## config.mk

```make
export PLATFORM = sky130hd
export DESIGN_NAME = sector_sig_verifier
export DESIGN_NICKNAME = d
export VERILOG_FILES = /design/src/rtl/ssv_pkg.sv /design/src/rtl/ssv_sector_cnt.sv /design/src/rtl/ssv_seq.sv /design/src/rtl/ssv_cmp.sv /design/src/rtl/ssv_fail_irq.sv /design/src/rtl/sector_sig_verifier.sv
export SDC_FILE = /design/constraint.sdc
export NUM_CORES = 1
export LEC_CHECK = 0
export BUFFER_PORTS_ARGS = -buffer_cell sky130_fd_sc_hd__buf_2
export CAP_MARGIN = 20
export CORE_MARGIN = 3
export CORE_UTILIZATION = 55
export CTS_CLUSTER_DIAMETER = 100
export DETAILED_ROUTE_END_ITERATION = 16
export HOLD_SLACK_MARGIN = 0.05
export PLACE_DENSITY = 0.95
export SLEW_MARGIN = 15
export SYNTH_ARGS = -nofsm -noshare
export SYNTH_HDL_FRONTEND = slang
export SYNTH_SLANG_ARGS = --single-unit
```

## constraint.sdc

```tcl
create_clock -name clk_i -period 3.6 [get_ports clk_i]
set_clock_uncertainty 0.05 [all_clocks]
set_input_delay 0.9 -clock clk_i [delete_from_list [all_inputs] [get_ports clk_i]]
set_output_delay 0.9 -clock clk_i [all_outputs]
set_load 0.01 [all_outputs]
```

## src/rtl/ssv_pkg.sv

```systemverilog
package ssv_pkg;
  typedef enum logic {ST_IDLE, ST_WAIT} seq_state_e;
endpackage

```

## src/rtl/ssv_sector_cnt.sv

```systemverilog
module ssv_sector_cnt #(
  parameter int CNT_W = 16
) (
  input  logic             clk_i,
  input  logic             rst_ni,
  input  logic             en_i,
  input  logic             pat_wr_i,
  input  logic [CNT_W-1:0] len_i,
  output logic             sec_end_o
);
  logic [CNT_W-1:0] cnt_q;
  logic             end_q;
  logic             last;

  assign last = (cnt_q == CNT_W'(len_i - 1'b1));

  always_ff @(posedge clk_i or negedge rst_ni) begin
    if (!rst_ni) begin
      cnt_q <= '0;
      end_q <= 1'b0;
    end else if (!en_i) begin
      cnt_q <= '0;
      end_q <= 1'b0;
    end else begin
      end_q <= pat_wr_i & last;
      if (pat_wr_i) cnt_q <= last ? '0 : cnt_q + 1'b1;
    end
  end

  assign sec_end_o = end_q;

  a_r2_end_follows_write: assert property (@(posedge clk_i) disable iff (!rst_ni)
    end_q |-> $past(pat_wr_i));
endmodule

```

## src/rtl/ssv_seq.sv

```systemverilog
module ssv_seq
  import ssv_pkg::*;
#(
  parameter int SIG_W = 64
) (
  input  logic             clk_i,
  input  logic             rst_ni,
  input  logic             auto_i,
  input  logic             sec_end_i,
  input  logic [SIG_W-1:0] sig_i,
  input  logic             exp_wr_i,
  input  logic [SIG_W-1:0] exp_i,
  output logic             sig_clr_o,
  output logic [SIG_W-1:0] sec_sig_o,
  output logic [SIG_W-1:0] exp_o,
  output logic             exp_valid_o,
  output logic             cmp_fire_o,
  output logic             cmp_done_o
);
  seq_state_e       state_q;
  logic [SIG_W-1:0] sec_sig_q, exp_q;
  logic             exp_valid_q, done_q;
  logic             capture;

  assign capture    = auto_i & sec_end_i;
  assign cmp_fire_o = auto_i & (state_q == ST_WAIT) & exp_valid_q;

  always_ff @(posedge clk_i or negedge rst_ni) begin
    if (!rst_ni) begin
      state_q     <= ST_IDLE;
      sec_sig_q   <= '0;
      exp_q       <= '0;
      exp_valid_q <= 1'b0;
      done_q      <= 1'b0;
    end else begin
      done_q <= cmp_fire_o;
      if (exp_wr_i) begin
        exp_q       <= exp_i;
        exp_valid_q <= 1'b1;
      end else if (cmp_fire_o) begin
        exp_valid_q <= 1'b0;
      end
      if (capture) sec_sig_q <= sig_i;
      if (!auto_i)         state_q <= ST_IDLE;
      else if (capture)    state_q <= ST_WAIT;
      else if (cmp_fire_o) state_q <= ST_IDLE;
    end
  end

  assign sig_clr_o   = capture;
  assign sec_sig_o   = sec_sig_q;
  assign exp_o       = exp_q;
  assign exp_valid_o = exp_valid_q;
  assign cmp_done_o  = done_q;

  a_r2_capture_on_clear: assert property (@(posedge clk_i) disable iff (!rst_ni)
    sig_clr_o |=> (sec_sig_o == $past(sig_i)));
  a_r3_done_needs_exp: assert property (@(posedge clk_i) disable iff (!rst_ni)
    cmp_done_o |-> $past(exp_valid_q));
endmodule

```

## src/rtl/ssv_cmp.sv

```systemverilog
module ssv_cmp #(
  parameter int SIG_W = 64
) (
  input  logic [SIG_W-1:0] sec_sig_i,
  input  logic [SIG_W-1:0] exp_i,
  output logic             mismatch_o
);
  assign mismatch_o = |(sec_sig_i ^ exp_i);
endmodule

```

## src/rtl/ssv_fail_irq.sv

```systemverilog
module ssv_fail_irq (
  input  logic clk_i,
  input  logic rst_ni,
  input  logic set_i,
  input  logic clr_i,
  input  logic irq_en_i,
  input  logic auto_i,
  output logic flag_o,
  output logic irq_o
);
  logic flag_q;

  always_ff @(posedge clk_i or negedge rst_ni) begin
    if (!rst_ni)     flag_q <= 1'b0;
    else if (set_i)  flag_q <= 1'b1;
    else if (clr_i)  flag_q <= 1'b0;
  end

  assign flag_o = flag_q;
  assign irq_o  = flag_q & irq_en_i & auto_i;

  a_r5_set_on_fail: assert property (@(posedge clk_i) disable iff (!rst_ni)
    set_i |=> flag_o);
  a_r6_sticky: assert property (@(posedge clk_i) disable iff (!rst_ni)
    (flag_o && !clr_i) |=> flag_o);
endmodule

```

## src/rtl/sector_sig_verifier.sv

```systemverilog
module sector_sig_verifier #(
  parameter int SIG_W = 64,
  parameter int CNT_W = 16
) (
  input  logic             clk_i,
  input  logic             rst_ni,
  input  logic             auto_mode_i,
  input  logic [CNT_W-1:0] sector_len_i,
  input  logic             pat_wr_i,
  input  logic [SIG_W-1:0] sig_i,
  output logic             sig_clr_o,
  input  logic             exp_wr_i,
  input  logic [SIG_W-1:0] exp_i,
  output logic [SIG_W-1:0] sec_sig_o,
  output logic             dma_req_o,
  output logic             cmp_done_o,
  input  logic             irq_en_i,
  input  logic             fail_clr_i,
  output logic             fail_flag_o,
  output logic             fail_irq_o
);
  logic             sec_end, exp_valid, cmp_fire, mismatch;
  logic [SIG_W-1:0] exp_q;

  ssv_sector_cnt #(.CNT_W(CNT_W)) u_cnt (
    .clk_i     (clk_i),
    .rst_ni    (rst_ni),
    .en_i      (auto_mode_i),
    .pat_wr_i  (pat_wr_i),
    .len_i     (sector_len_i),
    .sec_end_o (sec_end)
  );

  ssv_seq #(.SIG_W(SIG_W)) u_seq (
    .clk_i       (clk_i),
    .rst_ni      (rst_ni),
    .auto_i      (auto_mode_i),
    .sec_end_i   (sec_end),
    .sig_i       (sig_i),
    .exp_wr_i    (exp_wr_i),
    .exp_i       (exp_i),
    .sig_clr_o   (sig_clr_o),
    .sec_sig_o   (sec_sig_o),
    .exp_o       (exp_q),
    .exp_valid_o (exp_valid),
    .cmp_fire_o  (cmp_fire),
    .cmp_done_o  (cmp_done_o)
  );

  ssv_cmp #(.SIG_W(SIG_W)) u_cmp (
    .sec_sig_i  (sec_sig_o),
    .exp_i      (exp_q),
    .mismatch_o (mismatch)
  );

  ssv_fail_irq u_fail (
    .clk_i    (clk_i),
    .rst_ni   (rst_ni),
    .set_i    (cmp_fire & mismatch),
    .clr_i    (fail_clr_i),
    .irq_en_i (irq_en_i),
    .auto_i   (auto_mode_i),
    .flag_o   (fail_flag_o),
    .irq_o    (fail_irq_o)
  );

  assign dma_req_o = auto_mode_i & ~exp_valid;

  a_r4_req_held: assert property (@(posedge clk_i) disable iff (!rst_ni)
    (dma_req_o && !exp_wr_i && auto_mode_i) |=> (dma_req_o || !auto_mode_i));
  a_r7_cpu_quiet: assert property (@(posedge clk_i) disable iff (!rst_ni)
    !auto_mode_i |-> (!dma_req_o && !fail_irq_o && !sig_clr_o));
endmodule

```

==> results.json <==
{
  "outcome": "finished clean",
  "io_buffers": 219,
  "cp-startpoint": "sector_len_i[1]",
  "cts_tree": "done",
  "rows": 41,
  "crit_fanout": 8,
  "ctsLongestPathBuffers": 2,
  "endpoint_kind": "flop",
  "slew_headroom": 0.397,
  "postSynthAreaPerCell_um2": 12.6,
  "io_pins": 220,
  "r2r_cells": 8,
  "wl_per_cell_um": 21.8,
  "ys_seq_elements": 149,
  "die_h_um": 120,
  "cellPowerDensity_nw_per_um2": 435,
  "synth_cells": 572,
  "core_um2": 12700,
  "worst_slew_pin_slew_ns": 0.904,
  "cts.sinks": 149,
  "synth_edf_count": 0,
  "stdcell_count": 982,
  "placed_area_um2": 8510,
  "grt_usage": 0.298,
  "syn_nets": 725,
  "synth_ff_type": "dfrtp_1",
  "cp_cell_sequence": "buf_2, inv_1, ha_1, or4b_1, o31a_1, or4_4, nand3_2, nand4_4, buf_12, o21ai_1, o31ai_1",
  "rsz0062_at_grt": "false",
  "cts-resized-gates": 0,
  "final_area_um2": 9100,
  "drc": 0,
  "n_fill_cell": 815,
  "gp_congestion": 0.902,
  "grt_overflow": 0,
  "ys_types": 64,
  "h-tree-depth": 4,
  "cellLeakagePower_uw": 0.00439,
  "rrSetupSlack_ns": 0.74,
  "async_reset_ff_frac": 1.00,
  "grt_max_degree": 72,
  "final.setup.tns_ns": 0,
  "setup_viol_count_final": 0,
  "seqCellArea_um2": 3730,
  "die_x_um": 120,
  "crit_type": "input pin to flop",
  "critPathMaxStageDelay_ns": 0.53,
  "max_freq_mhz": 321,
  "antenna_found_initial": 3,
  "post_cts_buffers": 0,
  "dieArea_um2": 14500,
  "vias_per_cell": 5.82,
  "grt_pass1_wl_mm": 32.9,
  "maxCapViolCount": 0,
  "fin_util": 0.715,
  "num_vias": 5713,
  "use_met1": 0.354,
  "cts-buffers-inserted": 17,
  "period_minus_slack_ns": 3.12,
  "rr_endpoint": "u_cnt.cnt_q[9]$_DFFE_PN0P_",
  "multi_input_area_um2": 3330,
  "cp.required_ns": 3.83,
  "hold_path.class": "input pin to asynchronous set/reset pin",
  "dp_cells": 950,
  "busiest_layer": "met2",
  "initialDrtViolationCount": 558,
  "initial_core_util": 0.566,
  "arrival_ns": 3.35,
  "dp_hpwl_mm": 14.7,
  "root_buffer": "clkbuf_16",
  "crit_path_top_delay_cell": "or4_4",
  "clk_pin_slew_ns": 0.06,
  "layout-drive-gt1-share": 0.514,
  "layout_worst_path_cycle_share": 0.866,
  "use_met2": 0.510,
  "start_kind": "input pin",
  "grtUsageMet3": 0.0861,
  "drv_slew": 0,
  "power_uw": 3960,
  "wirelength_mm": 21.4,
  "netlist_area_um2": 7200,
  "dr.pass1.iters": 4,
  "antenna_left": 0,
  "hold_viol_final": 0,
  "cts_hold_buffers": 0,
  "peakVddDrop_v": 0.000366,
  "grt_pass1_vias": 5984,
  "reg2reg_from": "u_cnt.cnt_q[11]$_DFFE_PN0P_",
  "synth_seq_area_share": 0.518,
  "area_growth_pct": 26.3,
  "ys_warn_count": 0,
  "insertion_delay_ns": 0.42,
  "nNetsFinal": 950
}
[cells by family after synthesis]
group / count (synthesis) / share of synthesized area
DFF: 149 / 0.518
and+or+nand+nor: 130 / 0.112
muxes: 128 / 0.200
xor gates and xnor gates: 81 / 0.0985
AOI/OAI and AO/OA: 51 / 0.0479
buffers and inverters: 31 / 0.0205
adders and majority gates: 2 / 0.00347
[worst max-delay path by stage]
stage                                       endpoint  depth (start not counted)
final                     u_cnt.cnt_q[9]$_DFFE_PN0P_                         11
after global routing      u_cnt.cnt_q[7]$_DFFE_PN0P_                         11
after CTS                 u_cnt.cnt_q[9]$_DFFE_PN0P_                         11
after detailed placement  u_cnt.cnt_q[9]$_DFFE_PN0P_                         11
after global placement    u_cnt.cnt_q[4]$_DFFE_PN0P_                         10
after floorplan           u_cnt.cnt_q[7]$_DFFE_PN0P_                         12
[critical path: cells and delay by family]
family                     cells  cell delay, ns
AOI/OAI and AO/OA              3            0.50
adders and majority gates      1            0.24
buffers and inverters          3            0.40
and+or+nand+nor                4            1.31
[routing by layer]
metal	up-vias	wire (um)
met5	-	27
met4	4	727
met3	60	1890
met2	296	11200
met1	2823	7620
li1	2530	-
[metrics by stage]
step	hold WS (ns)	setup WS, ns
finish	0.429	0.483
global route	0.487	0.290
CTS	0.466	0.472
detailed placement	0.464	0.0437
global placement	0.461	0.0791
floorplan	0.414	0.239
[flip-flops by register name, indices dropped and copies added (netlist names)]
name               flops
u_seq.sec_sig_o       64
u_cnt.cnt_q           16
u_cnt.sec_end_o        1
u_seq.state_q          1
u_fail.flag_o          1
u_seq.cmp_done_o       1
u_seq.exp_o           64
u_seq.exp_valid_o      1
[cell usage after synthesis (2+ instances only)]
cell,count,area (um2)
dfrtp_1,149,3730
mux2_2,128,1440
xnor2_1,75,657
nand4_1,22,138
nand2_1,19,71.3
clkbuf_1,18,67.6
nand3_1,13,65.1
nor2_1,12,45.0
nor4_1,10,62.6
o21ai_0,10,50.1
and3_1,7,43.8
inv_1,6,22.5
or2_2,6,37.5
xor2_1,6,52.6
a21oi_1,5,25.0
nor3_1,5,25.0
o31ai_1,5,37.5
or3_1,5,31.3
o21ai_1,4,20.0
a31oi_1,3,18.8
buf_6,3,33.8
nand2b_1,3,18.8
nor2b_1,3,18.8
o211ai_1,3,22.5
a2111oi_0,2,17.5
a21boi_0,2,15.0
and3_2,2,15.0
and3b_2,2,20.0
buf_2,2,10.0
ha_1,2,25.0
nand4b_1,2,17.5
nor4_2,2,25.0
o2111ai_1,2,17.5
o22ai_1,2,12.5
or3b_2,2,17.5
or4_4,2,22.5
[cells in the final DEF (no fill, tap or decap), drive strengths merged, types with 6 or more instances in the layout]
cell / synthesis / layout
mux2: 128 / 128
buf: 5 / 231
nor2: 13 / 13
nand3: 14 / 14
o21ai: 15 / 15
or2: 6 / 6
nand2: 19 / 19
clkbuf: 19 / 18
xor2: 6 / 6
nand4: 23 / 23
nor4: 12 / 12
xnor2: 75 / 75
inv: 6 / 10
dfrtp: 149 / 149
and3: 9 / 9
[final cells by class]
| cell class | count | share of cell area |
|---|---|---|
| repair buffers | 231 | 0.134 |
| flip-flops and latches | 149 | 0.410 |
| clock buffers | 18 | 0.0482 |
| multi-input cells | 392 | 0.366 |
| diodes | 1 | 0.000275 |
| well taps | 172 | 0.0236 |
| clock inverters | 13 | 0.0161 |
| inverters | 6 | 0.00247 |
[report_power, final]
group	switching (uW)	total [uW]	internal, uW
logic	177	377	200
registers	63.4	1810	1750
clock network	725	1770	1040
total	966	3960	2990
Note: power is estimated with default switching activity, not from simulation.
